File: config.mk
export PLATFORM = sky130hd
export DESIGN_NAME = sens_regbank
export DESIGN_NICKNAME = d
export VERILOG_FILES = /design/src/rtl/sens_regbank_pkg.sv /design/src/rtl/sens_lsb_hold.sv /design/src/rtl/sens_fault_flags.sv /design/src/rtl/sens_unlock_seq.sv /design/src/rtl/sens_regbank.sv
export SDC_FILE = /design/constraint.sdc
export NUM_CORES = 1
export LEC_CHECK = 0
export CORE_ASPECT_RATIO = 0.8
export CORE_MARGIN = 2
export CORE_UTILIZATION = 30
export CTS_CLUSTER_DIAMETER = 40
export DETAILED_ROUTE_END_ITERATION = 16
export PLACE_DENSITY = 0.57
export SYNTH_ARGS = -nofsm -noshare
export SYNTH_HDL_FRONTEND = slang
export SYNTH_HIERARCHICAL = 1
export SYNTH_SLANG_ARGS = --single-unit
File: constraint.sdc
create_clock -name clk -period 1.7 [get_ports clk]
set_input_delay 0.17 -clock clk [delete_from_list [all_inputs] [get_ports clk]]
set_output_delay 0.17 -clock clk [all_outputs]
set_load 0.02 [all_outputs]
File: src/rtl/sens_regbank_pkg.sv
package sens_regbank_pkg;
  localparam int ADDR_W = 8;
  localparam int BYTE_W = 8;
  localparam int N_CH   = 4;

  localparam logic [ADDR_W-1:0] A_CTRL   = 8'h01;
  localparam logic [ADDR_W-1:0] A_STATUS = 8'h02;
  localparam logic [ADDR_W-1:0] A_UNLOCK = 8'h03;
  localparam logic [ADDR_W-1:0] A_FAULT  = 8'h16;
  localparam logic [ADDR_W-1:0] A_IDENT  = 8'h27;

  // low-byte address of each channel; the high byte sits one above
  localparam logic [ADDR_W-1:0] CH_LO_ADDR [N_CH] = '{8'h04, 8'h06, 8'h08, 8'h12};

  localparam logic [BYTE_W-1:0] IDENT_VAL = 8'h90;
  localparam logic [BYTE_W-1:0] KEY_A = 8'h0C;
  localparam logic [BYTE_W-1:0] KEY_B = 8'h05;
  localparam logic [BYTE_W-1:0] KEY_C = 8'h0F;

  typedef enum logic [1:0] {UL_IDLE, UL_ONE, UL_TWO} unlock_st_t;
endpackage

File: src/rtl/sens_lsb_hold.sv
module sens_lsb_hold #(
  parameter int SMP_W = 16
) (
  input  logic               clk,
  input  logic               rst_n,
  input  logic               load,
  input  logic [SMP_W-1:0]   smp_in,
  input  logic               hi_rd,
  output logic [SMP_W/2-1:0] live_hi,
  output logic [SMP_W/2-1:0] held_lo
);
  localparam int HW = SMP_W / 2;

  logic [SMP_W-1:0] live_q;
  logic [HW-1:0]    held_q;

  always_ff @(posedge clk) begin
    if (!rst_n) begin
      live_q <= '0;
      held_q <= '0;
    end else begin
      if (load)  live_q <= smp_in;
      if (hi_rd) held_q <= live_q[HW-1:0];
    end
  end

  assign live_hi = live_q[SMP_W-1:HW];
  assign held_lo = held_q;
endmodule

File: src/rtl/sens_fault_flags.sv
module sens_fault_flags #(
  parameter int N_STICKY = 3
) (
  input  logic                clk,
  input  logic                rst_n,
  input  logic                csum_in,
  input  logic                frame_bad,
  input  logic                frame_good,
  input  logic [N_STICKY-1:0] evt,
  input  logic                ack,
  output logic                csum_q,
  output logic                frame_q,
  output logic [N_STICKY-1:0] sticky_q
);
  always_ff @(posedge clk) begin
    if (!rst_n) begin
      csum_q  <= 1'b0;
      frame_q <= 1'b0;
    end else begin
      csum_q <= csum_in;
      if (frame_bad)       frame_q <= 1'b1;
      else if (frame_good) frame_q <= 1'b0;
    end
  end

  for (genvar i = 0; i < N_STICKY; i++) begin : g_sticky
    always_ff @(posedge clk) begin
      if (!rst_n) sticky_q[i] <= 1'b0;
      else        sticky_q[i] <= evt[i] | (sticky_q[i] & ~ack);
    end
  end
endmodule

File: src/rtl/sens_unlock_seq.sv
module sens_unlock_seq
  import sens_regbank_pkg::*;
(
  input  logic              clk,
  input  logic              rst_n,
  input  logic              key_wr,
  input  logic [BYTE_W-1:0] key,
  output logic              fire
);
  unlock_st_t st_q, st_d;
  logic       fire_d;

  always_comb begin
    st_d   = st_q;
    fire_d = 1'b0;
    if (key_wr) begin
      fire_d = (st_q == UL_TWO) && (key == KEY_C);
      if (key == KEY_A)                           st_d = UL_ONE;
      else if ((st_q == UL_ONE) && (key == KEY_B)) st_d = UL_TWO;
      else                                        st_d = UL_IDLE;
    end
  end

  always_ff @(posedge clk) begin
    if (!rst_n) begin
      st_q <= UL_IDLE;
      fire <= 1'b0;
    end else begin
      st_q <= st_d;
      fire <= fire_d;
    end
  end
endmodule

File: src/rtl/sens_regbank.sv
module sens_regbank
  import sens_regbank_pkg::*;
#(
  parameter int SMP_W = 16
) (
  input  logic              clk,
  input  logic              rst_n,
  input  logic [ADDR_W-1:0] addr,
  input  logic              wr_en,
  input  logic [BYTE_W-1:0] wr_data,
  input  logic              rd_en,
  output logic [BYTE_W-1:0] rd_data,
  input  logic              smp_valid,
  output logic              smp_ready,
  input  logic [SMP_W-1:0]  x_smp,
  input  logic [SMP_W-1:0]  y_smp,
  input  logic [SMP_W-1:0]  z_smp,
  input  logic [SMP_W-1:0]  t_smp,
  input  logic              csum_err,
  input  logic              frame_bad,
  input  logic              frame_good,
  input  logic              sat_evt,
  input  logic              sts_evt,
  input  logic              stc_evt,
  output logic [BYTE_W-1:0] ctrl_q,
  output logic              comp_reset,
  output logic              flag_selftest,
  output logic              flag_sat,
  output logic              flag_frame
);
  localparam int HW = SMP_W / 2;

  logic [SMP_W-1:0] smp_arr [N_CH];
  logic [HW-1:0]    live_hi [N_CH];
  logic [HW-1:0]    held_lo [N_CH];
  logic [N_CH-1:0]  hi_rd;
  logic             load;
  logic [BYTE_W-1:0] unlock_q;
  logic             csum_q, frame_q;
  logic [2:0]       sticky_q;   // [2]=sat [1]=startup [0]=continuous
  logic             fault_ack;
  logic [BYTE_W-1:0] rd_next;

  assign smp_arr[0] = x_smp;
  assign smp_arr[1] = y_smp;
  assign smp_arr[2] = z_smp;
  assign smp_arr[3] = t_smp;
  assign load = smp_valid & smp_ready;

  for (genvar c = 0; c < N_CH; c++) begin : g_ch
    assign hi_rd[c] = rd_en && (addr == CH_LO_ADDR[c] + 1'b1);
    sens_lsb_hold #(.SMP_W(SMP_W)) u_hold (
      .clk     (clk),
      .rst_n   (rst_n),
      .load    (load),
      .smp_in  (smp_arr[c]),
      .hi_rd   (hi_rd[c]),
      .live_hi (live_hi[c]),
      .held_lo (held_lo[c])
    );
  end

  assign fault_ack = rd_en && (addr == A_FAULT);

  sens_fault_flags #(.N_STICKY(3)) u_flags (
    .clk        (clk),
    .rst_n      (rst_n),
    .csum_in    (csum_err),
    .frame_bad  (frame_bad),
    .frame_good (frame_good),
    .evt        ({sat_evt, sts_evt, stc_evt}),
    .ack        (fault_ack),
    .csum_q     (csum_q),
    .frame_q    (frame_q),
    .sticky_q   (sticky_q)
  );

  sens_unlock_seq u_unlock (
    .clk    (clk),
    .rst_n  (rst_n),
    .key_wr (wr_en && (addr == A_UNLOCK)),
    .key    (wr_data),
    .fire   (comp_reset)
  );

  always_ff @(posedge clk) begin
    if (!rst_n) begin
      ctrl_q    <= '0;
      unlock_q  <= '0;
      smp_ready <= 1'b0;
      rd_data   <= '0;
    end else begin
      smp_ready <= 1'b1;
      if (wr_en && addr == A_CTRL)   ctrl_q   <= wr_data;
      if (wr_en && addr == A_UNLOCK) unlock_q <= wr_data;
      if (rd_en) rd_data <= rd_next;
    end
  end

  always_comb begin
    rd_next = '0;
    case (addr)
      A_CTRL:   rd_next = ctrl_q;
      A_STATUS: rd_next = {6'b0, csum_q, frame_q};
      A_UNLOCK: rd_next = unlock_q;
      A_FAULT:  rd_next = {1'b0, sticky_q, 4'b0};
      A_IDENT:  rd_next = IDENT_VAL;
      default:  rd_next = '0;
    endcase
    for (int c = 0; c < N_CH; c++) begin
      if (addr == CH_LO_ADDR[c])        rd_next = held_lo[c];
      if (addr == CH_LO_ADDR[c] + 1'b1) rd_next = live_hi[c];
    end
  end

  assign flag_selftest = csum_q | sticky_q[1] | sticky_q[0];
  assign flag_sat      = sticky_q[2];
  assign flag_frame    = frame_q;
endmodule

==> impl_metrics.ini, run 1 <==
[logic_synthesis]
yosys_warnings = 6
synth.most_common_cell = dfxtp_1
synth_edf_count = 0
yosys.area.top_type = dfxtp_1
syn-num-nets = 723
synth_top_area_frac = 0.4087
synth_top_flop_cell = dfxtp_1
synth_area_leaders = dfxtp_1 41%, mux2i_1 19%, nor2b_1 10%, buf_4 4.4%, nor2_1 1.9%
postSynth.asyncResetShare = 0
synthesis.area_mm2 = 0.006319
synth_common_cells = 129 x dfxtp_1, 121 x mux2i_1, 105 x nor2b_1
syn-instance-count = 632
yosysSeqAreaShare = 0.4087
avgSynthCellArea_um2 = 9.998
ys_ff_latch = 129
synth_cell_types = 62

[sta]
worst_hold_slack_ns = 0.1228
tns_ns = 0
post-route-min-period_ns = 1.657
rsz0062_at_grt = yes
fin_skew_ns = 0.009547
setup_viol = 0
finalHoldViolCount = 0
fmax_mhz = 603.5
relSlewSlack = 0.6971
report.final.slew_viol_count = 0
period_share = 0.9747
tightest_slew_ns = 0.4544

[placed_design]
dp_cells = 1021
portBuffers = 111
place.gp.congestion = 0.8800
place_area_mm2 = 0.007915
post-dp-hpwl_mm = 13.54

[floorplan]
io_pins = 112
die_x_um = 166.3
core_mm2 = 0.02070
die_area_mm2 = 0.02225
dieHeight_um = 133.8
rows = 47
initial_utilization = 0.3052

[setup_path]
rr_worst_depth = 4
crit_chain = or3_1 -> dlygate4sd2_1
r2r_start = u_flags/sticky_q[2]$_SDFF_PN0_
crit_buf_inv = 1
crit_slowest_cell = or3_1
crit_type = flip-flop to output port
crit_required_ns = 1.53
arrival_ns = 1.49
cp-startpoint = u_flags/sticky_q[1]$_SDFF_PN0_
cp-end-kind = output port
slowest_delay_ns = 0.41
ff2ff_setup_slack_ns = 0.41
crit_path_start_kind = flip-flop
critPathTopFamily = simple AND/OR/NAND/NOR gates
crit_path_max_fanout = 3
regToRegEndpoint = rd_data[6]$_SDFFE_PN0P_

[final_layout]
fin_nets = 866
drive_gt1_frac = 0.1796
fillerInstances = 2083
area_delta_synth_final_pct = 34.89
design_area_mm2 = 0.008523
stdcell_count = 1054
diodes = 0

[drt]
route.detailed.drc = 0
routed_wirelength_mm = 17.65
wl_per_cell_um = 16.74
first_iter_violations = 304
dr.pass1.iters = 5
routed_via_density = 4.676
num_vias = 4928
detail-route-antenna-nets = 0

[grt]
grt_use_total = 0.1621
grt_pass1_wl_mm = 27.91
grt_pass1_vias = 4922
grt_overflow = 0
antenna_found_initial = 0
grt_max_degree = 27

[clocking]
clk_latency_ns = 0.42
cts_hold_buf = 0
clk_pin_slew_ns = 0.06
cts-root-buf = clkbuf_16
cts_buffers = 17
cts.sinks = 129
cts_buffer_depth = 2
cts_tree = built
cts_max_level = 4

[worst_hold_path]
hp-start = rst_n
holdPathStages = 1
min_path_type = primary input to flip-flop
hold_end = smp_ready$_DFF_P_

[power]
power_density_mw_per_mm2 = 848.3
power.total_mw = 7.230
leakagePower_nw = 3.155
vdd_drop_max_mv = 0.4840

[job]
maxCapViolCount = 0

[run_status]
status = complete, no violations
cells by family after synthesis:
kind of cell	after synthesis	synth area share
flops	129	0.4087
compound gates	91	0.09941
simple gates	210	0.2069
buf+inv	75	0.08297
xor+xnor	1	0.001386
mux	126	0.2006
flip-flops by register name, summed over array words and instances, names as in the netlist:
register,count
u_unlock/st_q,2
rd_data,8
u_unlock/fire,1
unlock_q,8
u_flags/sticky_q,3
ctrl_q,8
u_flags/csum_q,1
g_ch.u_hold/live_q,64
g_ch.u_hold/held_lo,32
smp_ready,1
u_flags/frame_q,1
cell type report:
| cell class | count | area [µm²] | area share |
|---|---|---|---|
| Clock buffer | 23 | 478.0 | 0.05608 |
| Clock inverter | 6 | 35.03 | 0.004110 |
| Inverter | 7 | 26.28 | 0.003083 |
| Multi-Input combinational cell | 428 | 3289 | 0.3859 |
| Sequential cell | 129 | 2582 | 0.3030 |
| Tap cell | 269 | 336.6 | 0.03949 |
| Timing Repair Buffer | 192 | 1775 | 0.2083 |
through the flow:
step / util / setup WS (ns)
floorplan: - / 0.01445
global placement: 0.3824 / -0.6457
detailed placement: 0.3824 / -0.5665
CTS: 0.4076 / 0.006119
global route: 0.4118 / -0.005078
finish: 0.4118 / 0.04294
repair_timing:
| action | in CTS | in global routing |
|---|---|---|
| resized for setup | 11 | 15 |
| buffers inserted | 0 | 4 |
| pin swaps | 1 | 3 |
| setup endpoints to repair | 47 | 48 |
layout by cell type (no fill, tap or decap), types with 4 or more instances in the layout:
cell             instances
dlygate4sd2_1            6
a31oi_1                  9
o22ai_1                  6
a21oi_1                 10
a32oi_1                  4
o21ai_0                 20
o31ai_1                  4
clkbuf_16               17
nand3_1                 17
o21a_1                   9
o211a_1                  4
dfxtp_1                129
inv_1                    4
nor2b_1                105
nand2b_1                 4
buf_12                   4
o2bb2ai_1                5
buf_4                   74
nor2_1                  30
mux2_2                   5
clkinv_2                 4
nand2_1                 12
clkdlybuf4s50_1        101
mux2i_1                120
power breakdown:
group / switching (mW) / internal, mW / total, mW
clock: 1.28 / 1.94 / 3.22
combinational: 0.367 / 0.469 / 0.836
sequential: 0.0617 / 3.11 / 3.18
total: 1.71 / 5.52 / 7.23
metal layers:
| metal | GRT usage | routed length, µm | vias up |
|---|---|---|---|
| met3 | 0.03541 | 877 | 12 |
| met1 | 0.2399 | 9458 | 2281 |
| met2 | 0.2349 | 7169 | 128 |
| met5 | 0 | 0 | - |
| li1 | - | - | 2507 |
| met4 | 0.04885 | 142 | 0 |
how the worst max path moves through the flow:
stage	slack, ns	cells past startpoint	to
4_1_cts	0.006	7	rd_data[0]$_SDFFE_PN0P_
2_1_floorplan	0.01	7	u_unlock/st_q[1]$_SDFFE_PN0P_
3_5_place_dp	-0.57	6	ctrl_q[6]$_SDFFE_PN0P_
3_3_place_gp	-0.65	8	rd_data[4]$_SDFFE_PN0P_
6_report	0.04	2	flag_selftest
5_1_grt	-0.005	6	rd_data[0]$_SDFFE_PN0P_
(Power assumes the default switching activity.)
==> inputs of run 2 (changes only) <==
Settings changed: DONT_BUFFER_PORTS from default to 1, PLACE_DENSITY 0.57 to 0.5, SLEW_MARGIN from default to 20.
==> run 2 against run 1 <==
Effect of this change: final cell count decreased by 7.4%; clock power increased by 17%; critical path depth increased by 3; hold slack got worse by 0.056 ns; total power increased by 4.8%; non-clock buffer count decreased by 81; register-to-register slack got worse by 0.17 ns; sequential share of layout area increased by 2.4 points; critical endpoint is now u_unlock/st_q[1]$_SDFFE_PN0P_; largest cell class unchanged; largest power group unchanged.
==> impl_metrics.ini, run 2 (same netlist as run 1, synthesis figures left out) <==
[run_status]
status = complete, no violations

[floorplan]
initial_utilization = 0.3052
die_area_mm2 = 0.02225
die_x_um = 166.3
dieHeight_um = 133.8
core_mm2 = 0.02070
rows = 47
io_pins = 112

[clocking]
cts.sinks = 129
clk_pin_slew_ns = 0.06
cts_buffers = 17
cts_buffer_depth = 2
cts_max_level = 4
cts_tree = built
clk_latency_ns = 0.42
cts_setup_buffers = 0
cts-root-buf = clkbuf_16

[power]
seqPwrFrac = 0.420
vdd_drop_max_mv = 0.5608
switching_power_mw = 1.709
switching_share = 0.2256
combPwrFrac = 0.080
pwr-share-clk = 0.499
power_density_mw_per_mm2 = 960.7
cellInternalPower_mw = 5.868
leakagePower_nw = 2.812

[placed_design]
place_area_mm2 = 0.006429
dp_cells = 861
post-dp-hpwl_mm = 13.06
place.gp.congestion = 0.8467
portBuffers = 0

[setup_path]
crit_type = primary input to flip-flop
crit_path_max_fanout = 4
cp-startpoint = wr_data[5]
cp-end-kind = flip-flop
crit_path_start_kind = primary input
arrival_ns = 1.93
crit_required_ns = 2.06
r2r_start = u_unlock/st_q[0]$_SDFFE_PN0P_

[final_layout]
mostFrequentLayoutCell = dfxtp_1
mostFrequentLayoutCells = 129 x dfxtp_1, 121 x mux2i_1, 105 x nor2b_1, 82 x dlygate4sd3_1, 31 x nor2_1
largest_register_ffs = 64
fin_util = 0.3810
design_area_mm2 = 0.007886
fin_nets = 785
fillerInstances = 2090
area_delta_synth_final_pct = 24.81
regMostFlops = g_ch.u_hold/live_q
drive_gt1_frac = 0.1174
diodes = 0
stdcell_count = 976

[job]
maxCapViolCount = 0

[sta]
tns_ns = 0
setup_viol = 0
fin_skew_ns = 0.008943
rsz0062_at_grt = no
finalHoldViolCount = 0
post-route-min-period_ns = 1.577
tightest_slew_ns = 0.4847
report.final.slew_viol_count = 0
fmax_mhz = 634.0
period_share = 0.9278
relSlewSlack = 0.6749

[grt]
grt_overflow = 0
grt_use_total = 0.1667
grt_max_degree = 113
antenna_found_initial = 0
grt_pass1_wl_mm = 28.25
grt_pass1_vias = 4836

[drt]
route.detailed.drc = 0
first_iter_violations = 358
routed_via_density = 4.949
dr.pass1.iters = 7
wl_per_cell_um = 18.83
num_vias = 4830
detail-route-antenna-nets = 0
routed_wirelength_mm = 18.38

[worst_hold_path]
min_path_type = primary input to flip-flop
hp-start = rst_n
==> run 2: changes by cell type in the layout (fill, tap and decap cells not counted), moves of 3 or more <==
| cell | previous run | this run |
|---|---|---|
| buf_4 | 74 | 25 |
| buf_6 | 3 | 0 |
| bufinv_16 | 0 | 3 |
| clkdlybuf4s50_1 | 101 | 0 |
| dlygate4sd2_1 | 6 | 0 |
| dlygate4sd3_1 | 0 | 82 |
| dlymetal6s2s_1 | 3 | 0 |
==> run 2: layout make-up <==
| cell class | count | area, µm² | share of cell area |
|---|---|---|---|
| clock inverter | 10 | 132.6 | 0.01682 |
| clock buffer | 22 | 474.2 | 0.06013 |
| tap | 269 | 336.6 | 0.04268 |
| multi-input combinational | 428 | 3238 | 0.4106 |
| timing repair buffer | 111 | 1096 | 0.1390 |
| sequential | 129 | 2582 | 0.3275 |
| inverter | 7 | 26.28 | 0.003332 |
==> run 2: what timing repair did <==
action                                  4_1_cts  5_1_grt
hold buffers                                 83        0
endpoints found under the setup margin        0        1
hold endpoints to repair                    128        0
resized for setup                             0        1
==> run 2: layer usage <==
layer	share of wire	vias to the layer above	GRT usage
li1	-	2339	-
met1	0.50	2305	0.2417
met4	0.018	0	0.06226
met2	0.41	166	0.2358
met5	0	-	0
met3	0.066	20	0.04426
==> run 2: worst paths after layout <==
kind                                   end  slack (ns)  depth (start not counted)
max          u_unlock/st_q[1]$_SDFFE_PN0P_        0.12                          5
min                      smp_ready$_DFF_P_        0.07                          1
max reg2reg       u_unlock/fire$_SDFF_PN0_        0.24                          4
min reg2reg  u_unlock/st_q[0]$_SDFFE_PN0P_        0.48                          2
==> run 2: power groups by stage <==
stage          Clock, mW  Sequential, mW  Combinational [mW]
6_report            3.78            3.18               0.608
5_1_grt             4.00            3.19               0.662
4_1_cts             3.88            3.18               0.610
3_5_place_dp           0            3.25               0.406
3_3_place_gp           0            3.25               0.401
2_1_floorplan          0            3.22               0.444
==> run 2: worst max-delay path, cell delays in order <==
cell           delay [ns]
dlygate4sd3_1        0.64
nor4_4               0.34
nand2_1              0.10
dlygate4sd3_1        0.56
o21ai_1              0.12
==> run 2: through the flow <==
step                      power, mW  hold slack, ns  setup slack [ns]
after global routing          7.856         0.09068           0.03899
after floorplan               3.664          0.1977           0.01445
after global placement        3.649          0.2046          -0.04501
final                         7.577         0.06645            0.1228
after detailed placement      3.656          0.2061          -0.03007
after CTS                     7.676         0.04545            0.1083
